`config.mk`:
```
export PLATFORM = sky130hd
export DESIGN_NAME = pipe_interlock
export DESIGN_NICKNAME = d
export VERILOG_FILES = /design/src/rtl/ilk_pkg.sv /design/src/rtl/ilk_uop_reg.sv /design/src/rtl/ilk_hazard.sv /design/src/rtl/ilk_redirect.sv /design/src/rtl/pipe_interlock.sv
export SDC_FILE = /design/constraint.sdc
export NUM_CORES = 1
export LEC_CHECK = 0
export BUFFER_PORTS_ARGS = -buffer_cell sky130_fd_sc_hd__buf_2
export CORE_MARGIN = 2
export CORE_UTILIZATION = 35
export DETAILED_ROUTE_END_ITERATION = 10
export PLACE_DENSITY_LB_ADDON = 0.1
export SYNTH_ARGS = -nofsm -noshare
export SYNTH_HDL_FRONTEND = slang
export SYNTH_SLANG_ARGS = --single-unit
```
`constraint.sdc`:
```
create_clock -name clk -period 2.12 [get_ports clk]
set_clock_uncertainty 0.05 [all_clocks]
set_input_delay 0.106 -clock clk [delete_from_list [all_inputs] [get_ports clk]]
set_output_delay 0.106 -clock clk [all_outputs]
set_load 0.02 [all_outputs]
```
`src/rtl/ilk_pkg.sv`:
```
package ilk_pkg;
  parameter int REG_W = 5;
  parameter int TAG_W = 8;
  parameter int NSRC  = 2;

  typedef enum logic [1:0] {
    CLS_INT   = 2'b00,
    CLS_LOAD  = 2'b01,
    CLS_STORE = 2'b10,
    CLS_FP    = 2'b11
  } op_class_e;

  typedef struct packed {
    logic                        valid;
    op_class_e                   cls;
    logic [NSRC-1:0][REG_W-1:0]  src;
    logic [REG_W-1:0]            dst;
    logic                        hit;
    logic [TAG_W-1:0]            tag;
  } uop_t;
endpackage

```
`src/rtl/ilk_uop_reg.sv`:
```
module ilk_uop_reg
  import ilk_pkg::*;
(
  input  logic clk,
  input  logic rst_n,
  input  logic kill,
  input  logic hold,
  input  uop_t d,
  output uop_t q
);
  always_ff @(posedge clk or negedge rst_n) begin
    if (!rst_n)      q <= '0;
    else if (kill)   q <= '0;
    else if (!hold)  q <= d;
  end

  // a held stage keeps its descriptor
  assert_hold_keeps_R10: assert property (@(posedge clk) disable iff (!rst_n)
    (hold && !kill) |=> $stable(q));

  // a killed stage is empty afterwards
  assert_kill_empties_R8: assert property (@(posedge clk) disable iff (!rst_n)
    kill |=> !q.valid);
endmodule

```
`src/rtl/ilk_hazard.sv`:
```
module ilk_hazard
  import ilk_pkg::*;
(
  input  logic                       clk,
  input  logic                       rst_n,
  input  logic                       d_valid,
  input  op_class_e                  d_cls,
  input  logic [NSRC-1:0][REG_W-1:0] d_src,
  input  logic                       e_valid,
  input  op_class_e                  e_cls,
  input  logic [REG_W-1:0]           e_dst,
  input  logic                       e_hit,
  output logic                       hazard
);
  logic [NSRC-1:0] src_match;
  logic            pair, dst_nz, any_match;
  logic            load_use, fp_use, store_load;

  for (genvar i = 0; i < NSRC; i++) begin : g_cmp
    assign src_match[i] = (d_src[i] == e_dst);
  end

  always_comb begin
    pair       = d_valid && e_valid;
    dst_nz     = (e_dst != '0);
    any_match  = |src_match;
    load_use   = pair && (e_cls == CLS_LOAD) && e_hit && dst_nz && any_match;
    fp_use     = pair && (e_cls == CLS_FP) && dst_nz && any_match;
    store_load = pair && (e_cls == CLS_STORE) && (d_cls == CLS_LOAD);
    hazard     = load_use || fp_use || store_load;
  end

  // store after store never interlocks
  assert_store_store_free_R5: assert property (@(posedge clk) disable iff (!rst_n)
    (e_cls == CLS_STORE && d_cls == CLS_STORE) |-> !hazard);

  // producer writing register 0 never interlocks
  assert_zero_reg_free_R6: assert property (@(posedge clk) disable iff (!rst_n)
    (e_dst == '0 && e_cls != CLS_STORE) |-> !hazard);

  // integer producers are always bypassed
  assert_int_free_R12: assert property (@(posedge clk) disable iff (!rst_n)
    (e_cls == CLS_INT) |-> !hazard);
endmodule

```
`src/rtl/ilk_redirect.sv`:
```
module ilk_redirect (
  input  logic clk,
  input  logic rst_n,
  input  logic mispredict,
  input  logic redirect_ready,
  output logic refill
);
  always_ff @(posedge clk or negedge rst_n) begin
    if (!rst_n) refill <= 1'b0;
    else        refill <= mispredict && !redirect_ready;
  end

  // late redirect costs one refill cycle
  assert_late_redirect_R9: assert property (@(posedge clk) disable iff (!rst_n)
    (mispredict && !redirect_ready) |=> refill);

  // ready redirect costs nothing extra
  assert_ready_redirect_R9: assert property (@(posedge clk) disable iff (!rst_n)
    (mispredict && redirect_ready) |=> !refill);
endmodule

```
`src/rtl/pipe_interlock.sv`:
```
module pipe_interlock
  import ilk_pkg::*;
(
  input  logic             clk,
  input  logic             rst_n,
  input  logic             in_valid,
  output logic             in_ready,
  input  logic [1:0]       in_cls,
  input  logic [REG_W-1:0] in_src_a,
  input  logic [REG_W-1:0] in_src_b,
  input  logic [REG_W-1:0] in_dst,
  input  logic             in_hit,
  input  logic [TAG_W-1:0] in_tag,
  input  logic             mispredict,
  input  logic             redirect_ready,
  output logic             stall,
  output logic             bubble,
  output logic             flush,
  output logic             ex_valid,
  output logic [TAG_W-1:0] ex_tag
);
  uop_t dec_q, ex_q, dec_d;
  logic hazard, refill, fire;

  ilk_hazard u_hazard (
    .clk     (clk),
    .rst_n   (rst_n),
    .d_valid (dec_q.valid),
    .d_cls   (dec_q.cls),
    .d_src   (dec_q.src),
    .e_valid (ex_q.valid),
    .e_cls   (ex_q.cls),
    .e_dst   (ex_q.dst),
    .e_hit   (ex_q.hit),
    .hazard  (hazard)
  );

  ilk_redirect u_redirect (
    .clk            (clk),
    .rst_n          (rst_n),
    .mispredict     (mispredict),
    .redirect_ready (redirect_ready),
    .refill         (refill)
  );

  always_comb begin
    stall    = hazard && !mispredict;
    bubble   = hazard && !mispredict;
    flush    = mispredict;
    in_ready = !hazard && !mispredict && !refill;
    fire     = in_valid && in_ready;
    dec_d    = '0;
    if (fire) begin
      dec_d.valid  = 1'b1;
      dec_d.cls    = op_class_e'(in_cls);
      dec_d.src[0] = in_src_a;
      dec_d.src[1] = in_src_b;
      dec_d.dst    = in_dst;
      dec_d.hit    = in_hit;
      dec_d.tag    = in_tag;
    end
  end

  ilk_uop_reg u_dec (
    .clk   (clk),
    .rst_n (rst_n),
    .kill  (mispredict),
    .hold  (hazard),
    .d     (dec_d),
    .q     (dec_q)
  );

  ilk_uop_reg u_ex (
    .clk   (clk),
    .rst_n (rst_n),
    .kill  (mispredict || hazard),
    .hold  (1'b0),
    .d     (dec_q),
    .q     (ex_q)
  );

  assign ex_valid = ex_q.valid;
  assign ex_tag   = ex_q.tag;

  // every stall lasts a single cycle
  assert_single_stall_R7: assert property (@(posedge clk) disable iff (!rst_n)
    stall |=> !stall);

  // no transfer while stalled
  assert_ready_low_R11: assert property (@(posedge clk) disable iff (!rst_n)
    stall |-> !in_ready);

  // a stall sends a bubble into execute
  assert_bubble_next_R10: assert property (@(posedge clk) disable iff (!rst_n)
    stall |=> !ex_valid);

  // flush leaves execute empty
  assert_flush_clears_R8: assert property (@(posedge clk) disable iff (!rst_n)
    flush |=> !ex_valid);
endmodule

```
==> impl_metrics.csv, run 1 <==
group,metric,value,unit
setup_path,start_kind,"flip-flop",
placement,port_buffers,43,
sta,hold_viol,0,
setup_path,cpPeakStageDelay,0.43,ns
routing,vias_per_cell,4.50,
yosys,synth-seq-cells,45,
clock_tree,cts_sinks,45,
sta,report.final.slew_viol_count,0,
die,dieArea,6540,um2
yosys,synth_top_area_share,0.545,
setup_path,crit_required,1.96,ns
setup_path,critPathKind,"flip-flop to output pin",
sta,min_period_over_period,0.906,
clock_tree,insertion_delay,0.29,ns
run_status,outcome,"complete, no violations",
setup_path,crit_chain,"xnor2_1 > nand3_1 > o22ai_2 > nand2_1 > a21oi_1 > buf_2",
routing,vias,1440,
hold_path,hold_path.class,"input pin to flip-flop",
grt,grt_remaining_overflow,0,
setup_path,r2r_cells,5,
clock_tree,cts_resized,0,
grt,grt.total_usage,0.133,
clock_tree,path_clk_slew,0.08,ns
placement,place_inst,289,
pwr,ir_worst_vdd,0.000267,V
setup_path,slowest_stage,"dfrtp_1",
clock_tree,cts_tree,"built",
placement,dp.final_hpwl,2.67,mm
routing,drt_iter0_drc,37,
die,coreArea,5610,um2
yosys,avgSynthCellArea,10.9,um2
die,std_cell_rows,27,
clock_tree,clockBufferDepth,2,
run,cap_violations,0,
yosys,yosys-top-cells-area,"dfrtp_1 (54%), mux2i_1 (13%), nand2b_1 (8.2%)",
die,dieHeight,80.9,um
yosys,synth_seq_area_share,0.545,
yosys,yosys.area.top_type,"dfrtp_1",
layout,fillCellCount,544,
pwr,powerDensity,658,nW/um2
pwr,p_leak,1.23,nW
placement,place_congestion,0.799,
layout,nNetsFinal,278,
clock_tree,htreeDepth,2,
yosys,netlist_area,2070,um2
layout,fin_cells,320,
routing,wl_per_cell,12.4,um
clock_tree,cts_buffers,5,
sta,tightest_slew,0.494,ns
sta,rsz0062_at_grt,"false",
die,initial_core_util,0.369,
layout,layout-drive-gt1-share,0.238,
setup_path,cp-end-kind,"output pin",
grt,antenna_found_initial,0,
sta,fin_crit,1.92,ns
yosys,yosysUniqueCellTypes,20,
sta,finalSetupViolCount,0,
layout,area_growth,27.7,%
grt,grt_pass1_vias,1493,
routing,drt-pass1-iter-count,4,
grt,grt_pass1_wl,6.65,mm
routing,route.detailed.drc,0,
setup_path,crit_path_max_fanout,3,
setup_path,crit_arrival,1.76,ns
die,die_x,80.9,um
sta,slew_headroom,0.671,
yosys,syn-num-nets,220,
sta,fin_setup_tns,0,ns
yosys,syn_inst,189,
hold_path,holdPathStages,3,
routing,drt_wl_total,3.95,mm
die,ios,44,
pwr,power,1.74,mW
grt,grt_max_degree,46,
layout,antennaDiodeCount,0,
sta,max_freq,521,MHz
yosys,yosysWarnings,0,
clock_tree,clockRootBuffer,"clkbuf_8",
routing,ant_nets,0,
[per-stage QoR]
stage / utilization / area [um2] / setup slack (ns) / hold slack (ns)
global route: 0.471 / 2640 / 0.0483 / 0.0107
finish: 0.471 / 2640 / 0.199 / 0.00547
global placement: 0.409 / 2290 / 0.422 / 0.0522
CTS: 0.471 / 2640 / 0.156 / 0.000857
detailed placement: 0.409 / 2290 / 0.347 / 0.0575
floorplan: - / 2070 / 0.367 / -0.240
[metal layers]
layer / vias to the layer above / global-route usage / part of all wire
li1: 718 / - / -
met1: 687 / 0.160 / 0.46
met2: 29 / 0.226 / 0.48
met3: 6 / 0.0411 / 0.040
met4: 0 / 0.0458 / 0.014
met5: - / 0 / 0
[cell families after synthesis]
family | after synthesis | share of synthesized area
AND/OR/NAND/NOR | 81 | 0.192
multiplexers | 26 | 0.126
XOR/XNOR | 10 | 0.0424
flip-flops | 45 | 0.545
buffers and inverters | 20 | 0.0696
AO/OA/AOI/OAI | 7 | 0.0254
[flip-flops by register name (all words and copies together) (netlist names)]
signal and count:
u_redirect.refill 1, u_ex.q 17, u_dec.q 27
[worst max-delay path, delay by kind of cell, from the launching register on]
family | cells | cell delay (ns)
compound gates | 2 | 0.42
xor+xnor | 1 | 0.17
buf+inv | 1 | 0.20
flops | 1 | 0.43
simple gates | 2 | 0.24
[worst paths after layout]
kind | from | endpoint | slack, ns
worst min register to register | u_dec.q[3]$_DFFE_PN0N_ | u_ex.q[3]$_DFF_PN0_ | 0.45
worst min-delay path | in_tag[6] | u_dec.q[6]$_DFFE_PN0N_ | 0.005
worst max-delay path | u_ex.q[13]$_DFF_PN0_ | bubble | 0.20
worst max register to register | u_ex.q[24]$_DFF_PN0_ | u_dec.q[14]$_DFFE_PN0N_ | 0.35
max in group asynchronous | rst_n | u_dec.q[22]$_DFFE_PN0N_ | 1.54
min in group asynchronous | rst_n | u_dec.q[15]$_DFFE_PN0N_ | 0.27
[cell type report]
| cell class | count | area, um2 | share of cell area |
|---|---|---|---|
| Sequential cell | 45 | 1130 | 0.427 |
| Multi-Input combinational cell | 124 | 800 | 0.303 |
| Timing Repair Buffer | 71 | 508 | 0.192 |
| Tap cell | 72 | 90.1 | 0.0341 |
| Clock buffer | 7 | 86.3 | 0.0327 |
| Clock inverter | 1 | 30.0 | 0.0114 |
[timing repair]
action,CTS,global route
endpoints found under the setup margin,0,0
hold endpoints to repair,67,0
hold buffers,23,0
buffers inserted,0,0
[synthesized netlist by cell type]
master / n
dfrtp_1: 45
nand2_1: 28
nand2b_1: 27
mux2i_1: 26
nor2_1: 17
buf_4: 10
xnor2_1: 10
clkbuf_1: 5
buf_6: 4
nand3_1: 4
a21oi_1: 3
nor3_1: 2
a21bo_1: 1
a31oi_1: 1
buf_2: 1
nor2b_1: 1
nor3b_2: 1
nor4bb_1: 1
o2111ai_1: 1
o22ai_2: 1
[power by group]
| part | switching (mW) | leakage, nW | total [mW] | internal (mW) |
|---|---|---|---|---|
| registers | 0.0139 | 0.613 | 0.898 | 0.884 |
| logic | 0.0809 | 0.556 | 0.174 | 0.0935 |
| clock network | 0.279 | 0.0585 | 0.664 | 0.384 |
[placed cells by master, fill, tap and decap left out]
master | Yosys | routed
o22ai_2 | 1 | 1
nor3b_2 | 1 | 1
buf_12 | 0 | 2
nand2b_1 | 27 | 27
o2111ai_1 | 1 | 1
nor4bb_1 | 1 | 1
clkbuf_8 | 0 | 6
nor3_1 | 2 | 2
buf_2 | 1 | 43
clkbuf_1 | 5 | 1
a31oi_1 | 1 | 1
nor2_1 | 17 | 16
dlygate4sd3_1 | 0 | 23
nand2_1 | 28 | 28
dfrtp_1 | 45 | 45
buf_4 | 10 | 3
a21bo_2 | 0 | 1
a21oi_1 | 3 | 3
mux2i_1 | 26 | 26
nand3_1 | 4 | 4
bufinv_16 | 0 | 1
nor2_2 | 0 | 1
nor2b_1 | 1 | 1
xnor2_1 | 10 | 10
(Power assumes the default switching activity.)
==> run 2: changes to the inputs <==
--- a/config.mk
+++ b/config.mk
@@ -8,8 +8,9 @@
 export BUFFER_PORTS_ARGS = -buffer_cell sky130_fd_sc_hd__buf_2
 export CORE_MARGIN = 2
 export CORE_UTILIZATION = 35
+export CTS_BUF_LIST = sky130_fd_sc_hd__clkbuf_8
+export CTS_CLUSTER_DIAMETER = 100
 export DETAILED_ROUTE_END_ITERATION = 10
-export PLACE_DENSITY_LB_ADDON = 0.1
 export SYNTH_ARGS = -nofsm -noshare
 export SYNTH_HDL_FRONTEND = slang
 export SYNTH_SLANG_ARGS = --single-unit
==> run 2 against run 1 <==
Against the previous run: register-to-register slack better by 0.02 ns; global-route usage up 0.52 points; total power down 7.2%; final cell count down 0.31%; non-clock buffer count unchanged; wire length up 0.51%; fmax up 1.2%; largest power group unchanged; sequential share of layout area up 0.061 points.
==> impl_metrics.csv, run 2 (same netlist as run 1, synthesis figures left out) <==
group,metric,value,unit
run_status,outcome,"complete, no violations",
setup_path,cpPeakStageDelay,0.42,ns
clock_tree,clockRootBuffer,"clkbuf_8",
setup_path,crit_path_max_fanout,11,
sta,max_freq,527,MHz
setup_path,timing.rr.end,"u_dec.q[23]$_DFFE_PN0N_",
clock_tree,cts_sinks,45,
sta,finalSetupViolCount,0,
sta,fin_crit,1.90,ns
die,coreArea,5610,um2
sta,hold_viol,0,
setup_path,crit_required,1.96,ns
layout,nNetsFinal,278,
setup_path,crit_chain,"xnor2_1 > nand3_1 > o22ai_2 > a21bo_4 > nor3_1 > buf_2",
clock_tree,cts_buffers,5,
clock_tree,insertion_delay,0.29,ns
routing,drt_iter0_drc,42,
layout,largest_reg_flops,27,
setup_path,crit_arrival,1.74,ns
die,dieHeight,80.9,um
sta,tightest_slew,0.510,ns
setup_path,critPathKind,"flip-flop to output pin",
routing,route.detailed.drc,0,
pwr,p_leak,1.22,nW
hold_path,worstHoldStart,"in_src_a[2]",
die,die_x,80.9,um
clock_tree,path_clk_slew,0.08,ns
layout,layout-drive-gt1-share,0.243,
clock_tree,htreeDepth,2,
sta,rsz0062_at_grt,"false",
layout,area_growth,27.5,%
routing,wl_per_cell,12.5,um
grt,grt.total_usage,0.138,
routing,vias,1414,
grt,grt_max_degree,34,
hold_path,hold_end,"u_dec.q[16]$_DFFE_PN0N_",
layout,antennaDiodeCount,0,
die,ios,44,
layout,final_cell_mix,"dfrtp_1 (45), buf_2 (43), nand2_1 (28)",
placement,dp.final_hpwl,2.68,mm
routing,ant_nets,0,
layout,biggestRegsByFlops,"u_dec.q x27, u_ex.q x17, u_redirect.refill x1",
sta,report.final.slew_viol_count,0,
die,dieArea,6540,um2
sta,slew_headroom,0.660,
placement,port_buffers,43,
pwr,ir_worst_vdd,0.000250,V
hold_path,holdPathStages,3,
grt,grt_pass1_vias,1474,
setup_path,start_kind,"flip-flop",
die,std_cell_rows,27,
clock_tree,cts_tree,"built",
run,cap_violations,0,
setup_path,r2r_start,"u_ex.q[11]$_DFF_PN0_",
hold_path,hold_path.class,"input pin to flip-flop",
die,initial_core_util,0.369,
setup_path,reg2reg_setup_slack,0.37,ns
setup_path,slowest_stage,"dfrtp_1",
layout,regMostFlops,"u_dec.q",
setup_path,r2r_cells,6,
sta,min_period_over_period,0.896,
layout,final_common_cell,"dfrtp_1",
grt,grt_pass1_wl,6.87,mm
routing,drt-pass1-iter-count,4,
grt,grt_remaining_overflow,0,
pwr,powerDensity,611,nW/um2
grt,antenna_found_initial,0,
routing,drt_wl_total,3.97,mm
routing,vias_per_cell,4.43,
placement,place_congestion,0.739,
sta,fin_setup_tns,0,ns
clock_tree,clockBufferDepth,2,
setup_path,cp-end-kind,"output pin",
layout,fin_util,0.470,
==> run 2: changes by cell type in the layout (fill, tap and decap cells not counted) <==
cell | previous run | this run
a21bo_2 | 1 | 0
a21bo_4 | 0 | 1
a21oi_1 | 3 | 2
a21oi_2 | 0 | 1
buf_12 | 2 | 3
buf_4 | 3 | 2
bufinv_16 | 1 | 0
clkbuf_1 | 1 | 0
clkinvlp_4 | 0 | 1
==> run 2: metrics by stage <==
| stage | instance area, um2 | cells | worst slack [ns] | hold WS (ns) | power [mW] |
|---|---|---|---|---|---|
| finish | 2640 | 319 | 0.221 | 0.0115 | 1.61 |
| detailed placement | 2310 | 289 | 0.293 | 0.0576 | 1.06 |
| CTS | 2630 | 319 | 0.103 | 0.00602 | 1.63 |
| floorplan | 2070 | 189 | 0.367 | -0.240 | 0.993 |
| global route | 2640 | 319 | 0.0480 | 0.00142 | 1.70 |
| global placement | 2310 | 289 | 0.319 | 0.0551 | 1.06 |
==> run 2: power by group <==
part | internal, mW | total, mW | leakage (nW) | switching [mW]
registers | 0.884 | 0.898 | 0.613 | 0.0139
clock network | 0.258 | 0.537 | 0.0433 | 0.279
logic | 0.0933 | 0.176 | 0.560 | 0.0827
==> run 2: timing repair <==
item	in CTS	in global routing
endpoints found under the hold margin	42	0
hold buffers	23	0
gates resized for setup	0	2
endpoints found under the setup margin	0	1
setup buffers	0	0
==> run 2: worst max-delay path by stage <==
stage	from	to	slack (ns)	depth (start not counted)
floorplan	u_ex.q[11]$_DFF_PN0_	in_ready	0.37	7
global placement	u_ex.q[13]$_DFF_PN0_	u_dec.q[22]$_DFFE_PN0N_	0.32	6
detailed placement	u_ex.q[13]$_DFF_PN0_	u_dec.q[23]$_DFFE_PN0N_	0.29	6
CTS	u_ex.q[11]$_DFF_PN0_	in_ready	0.10	6
global route	u_ex.q[9]$_DFF_PN0_	bubble	0.05	6
finish	u_ex.q[11]$_DFF_PN0_	in_ready	0.22	6
==> run 2: metal layers <==
metal,vias to the layer above,GRT usage,wire [um]
met1,668,0.171,1870
met3,4,0.0333,144
met5,-,0,0
li1,712,-,-
met2,30,0.232,1910
met4,0,0.0559,46
==> run 2: critical path: cells and delay by family, from the launching register on <==
kind	cells	cell delay [ns]
buf+inv	1	0.18
flops	1	0.42
compound gates	2	0.52
xor+xnor	1	0.18
simple gates	2	0.17
==> run 2: area by class of cell <==
type / count / area [um2]
fillers: 571 / 2970
clock buffers: 6 / 82.6
flip-flops and latches: 45 / 1130
well taps: 72 / 90.1
clock inverters: 1 / 7.51
repair buffers: 71 / 520
multi-input cells: 124 / 810
==> run 3: changes to the inputs <==
--- a/config.mk
+++ b/config.mk
@@ -11,6 +11,7 @@
 export CTS_BUF_LIST = sky130_fd_sc_hd__clkbuf_8
 export CTS_CLUSTER_DIAMETER = 100
 export DETAILED_ROUTE_END_ITERATION = 10
+export REMOVE_ABC_BUFFERS = 1
 export SYNTH_ARGS = -nofsm -noshare
 export SYNTH_HDL_FRONTEND = slang
 export SYNTH_SLANG_ARGS = --single-unit
==> run 3 against run 2 <==
Against the previous run: utilization shrank 1.4 points; register-to-register slack gained 0.04 ns; total power grew 6.3%; largest power group unchanged; critical path type unchanged.
==> impl_metrics.csv, run 3 (same netlist as run 1, synthesis figures left out) <==
group,metric,value,unit
run_status,outcome,"complete, no violations",
grt,grt_pass1_wl,6.64,mm
setup_path,crit_path_max_fanout,10,
clock_tree,cts_tree,"built",
routing,vias,1396,
setup_path,r2r_cells,6,
layout,area_growth,23.9,%
sta,min_period_over_period,0.926,
setup_path,crit_required,1.96,ns
die,dieArea,6540,um2
sta,rsz0062_at_grt,"false",
pwr,p_leak,1.20,nW
placement,placed_area,2280,um2
layout,stdcell_area,2560,um2
layout,final_cell_mix,"dfrtp_1 (45), buf_2 (43), nand2_1 (28)",
grt,grt_pass1_vias,1470,
layout,final_common_cell,"dfrtp_1",
grt,grt_max_degree,34,
sta,finalSetupViolCount,0,
layout,nNetsFinal,270,
setup_path,r2r_start,"u_ex.q[13]$_DFF_PN0_",
die,die_x,80.9,um
sta,fin_crit,1.96,ns
layout,biggestRegsByFlops,"u_dec.q x27, u_ex.q x17, u_redirect.refill x1",
placement,place_congestion,0.694,
hold_path,worstHoldStart,"in_src_b[2]",
die,std_cell_rows,27,
routing,vias_per_cell,4.47,
sta,tightest_slew,0.519,ns
routing,drt_iter0_drc,58,
clock_tree,cts_buffers,5,
layout,fillCellCount,593,
sta,report.final.slew_viol_count,0,
routing,ant_nets,0,
routing,wl_per_cell,12.5,um
pwr,ir_worst_vdd,0.000316,V
layout,layout-drive-gt1-share,0.258,
hold_path,hold_path.class,"input pin to flip-flop",
setup_path,start_kind,"flip-flop",
die,initial_core_util,0.369,
die,ios,44,
pwr,p_clk_frac,0.382,
setup_path,crit_arrival,1.81,ns
setup_path,cp-end-kind,"output pin",
hold_path,hold_end,"u_dec.q[21]$_DFFE_PN0N_",
placement,port_buffers,43,
sta,fin_setup_tns,0,ns
routing,drt_wl_total,3.91,mm
hold_path,holdPathStages,3,
placement,dp.final_hpwl,2.61,mm
die,dieHeight,80.9,um
clock_tree,path_clk_slew,0.09,ns
pwr,power,1.71,mW
layout,fin_cells,312,
pwr,intPower,1.34,mW
pwr,power_frac_seq,0.524,
clock_tree,htreeDepth,2,
grt,grt_remaining_overflow,0,
setup_path,timing.rr.end,"u_dec.q[9]$_DFFE_PN0N_",
placement,place_inst,289,
layout,fin_util,0.456,
routing,route.detailed.drc,0,
sta,hold_viol,0,
setup_path,critPathKind,"flip-flop to output pin",
sta,slew_headroom,0.654,
layout,antennaDiodeCount,0,
run,cap_violations,0,
pwr,powerDensity,669,nW/um2
clock_tree,cts_sinks,45,
clock_tree,clockBufferDepth,2,
pwr,pwr-share-comb,0.094,
die,coreArea,5610,um2
pwr,switching_share,0.215,
grt,antenna_found_initial,0,
grt,grt.total_usage,0.131,
pwr,power.net_switching,0.369,mW
clock_tree,clockRootBuffer,"clkbuf_8",
setup_path,reg2reg_setup_slack,0.41,ns
sta,max_freq,509,MHz
layout,largest_reg_flops,27,
layout,regMostFlops,"u_dec.q",
clock_tree,insertion_delay,0.29,ns
routing,drt-pass1-iter-count,4,
## run 3: power by group through the flow
stage / registers (mW) / logic, mW / clock network (mW)
after global routing: 0.902 / 0.180 / 0.720
after CTS: 0.898 / 0.163 / 0.675
after floorplan: 0.918 / 0.0621 / 0
final: 0.898 / 0.160 / 0.654
after detailed placement: 0.915 / 0.144 / 0
after global placement: 0.915 / 0.142 / 0
## run 3: stage by stage
stage                     hold slack, ns  setup WS, ns
after global placement           -0.0715         0.438
final                            0.00655         0.157
after global routing            0.000588       0.00626
after detailed placement         -0.0751         0.408
after floorplan                   -0.240        -0.225
after CTS                        0.00192        0.0823
## run 3: final cells by class
type,instances,area [um2],share of cell area
Clock buffer,6,82.6,0.0323
Clock inverter,2,33.8,0.0132
Multi-Input combinational cell,124,811,0.317
Sequential cell,45,1130,0.440
Tap cell,72,90.1,0.0352
Timing Repair Buffer,63,417,0.163
## run 3: layer usage
metal / vias up / track usage / routed length [um]
li1: 695 / - / -
met1: 675 / 0.164 / 1800
met2: 24 / 0.223 / 1910
met3: 2 / 0.0367 / 170
met4: 0 / 0.0356 / 24
met5: - / 0 / 0
## run 3: how the worst max path moves through the flow
stage	start	end	slack (ns)	depth (start not counted)
after floorplan	u_ex.q[24]$_DFF_PN0_	in_ready	-0.23	4
after global placement	u_ex.q[11]$_DFF_PN0_	in_ready	0.44	7
after detailed placement	u_ex.q[11]$_DFF_PN0_	in_ready	0.41	7
after CTS	u_ex.q[13]$_DFF_PN0_	in_ready	0.08	7
after global routing	u_ex.q[24]$_DFF_PN0_	in_ready	0.006	6
final	u_ex.q[13]$_DFF_PN0_	in_ready	0.16	7
## run 3: repair_timing
action	in CTS	in global routing
gates resized for setup	0	3
endpoints found under the setup margin	0	1
setup buffers	0	1
hold endpoints to repair	57	1
hold buffers	13	1
## run 3: worst max-delay path, cell delays in order (launching register included)
cell and delay, ns:
dfrtp_1 0.43, xnor2_1 0.17, nand3_1 0.10, o22ai_2 0.21, a21bo_2 0.21, buf_6 0.16, nor3_1 0.05, buf_2 0.18
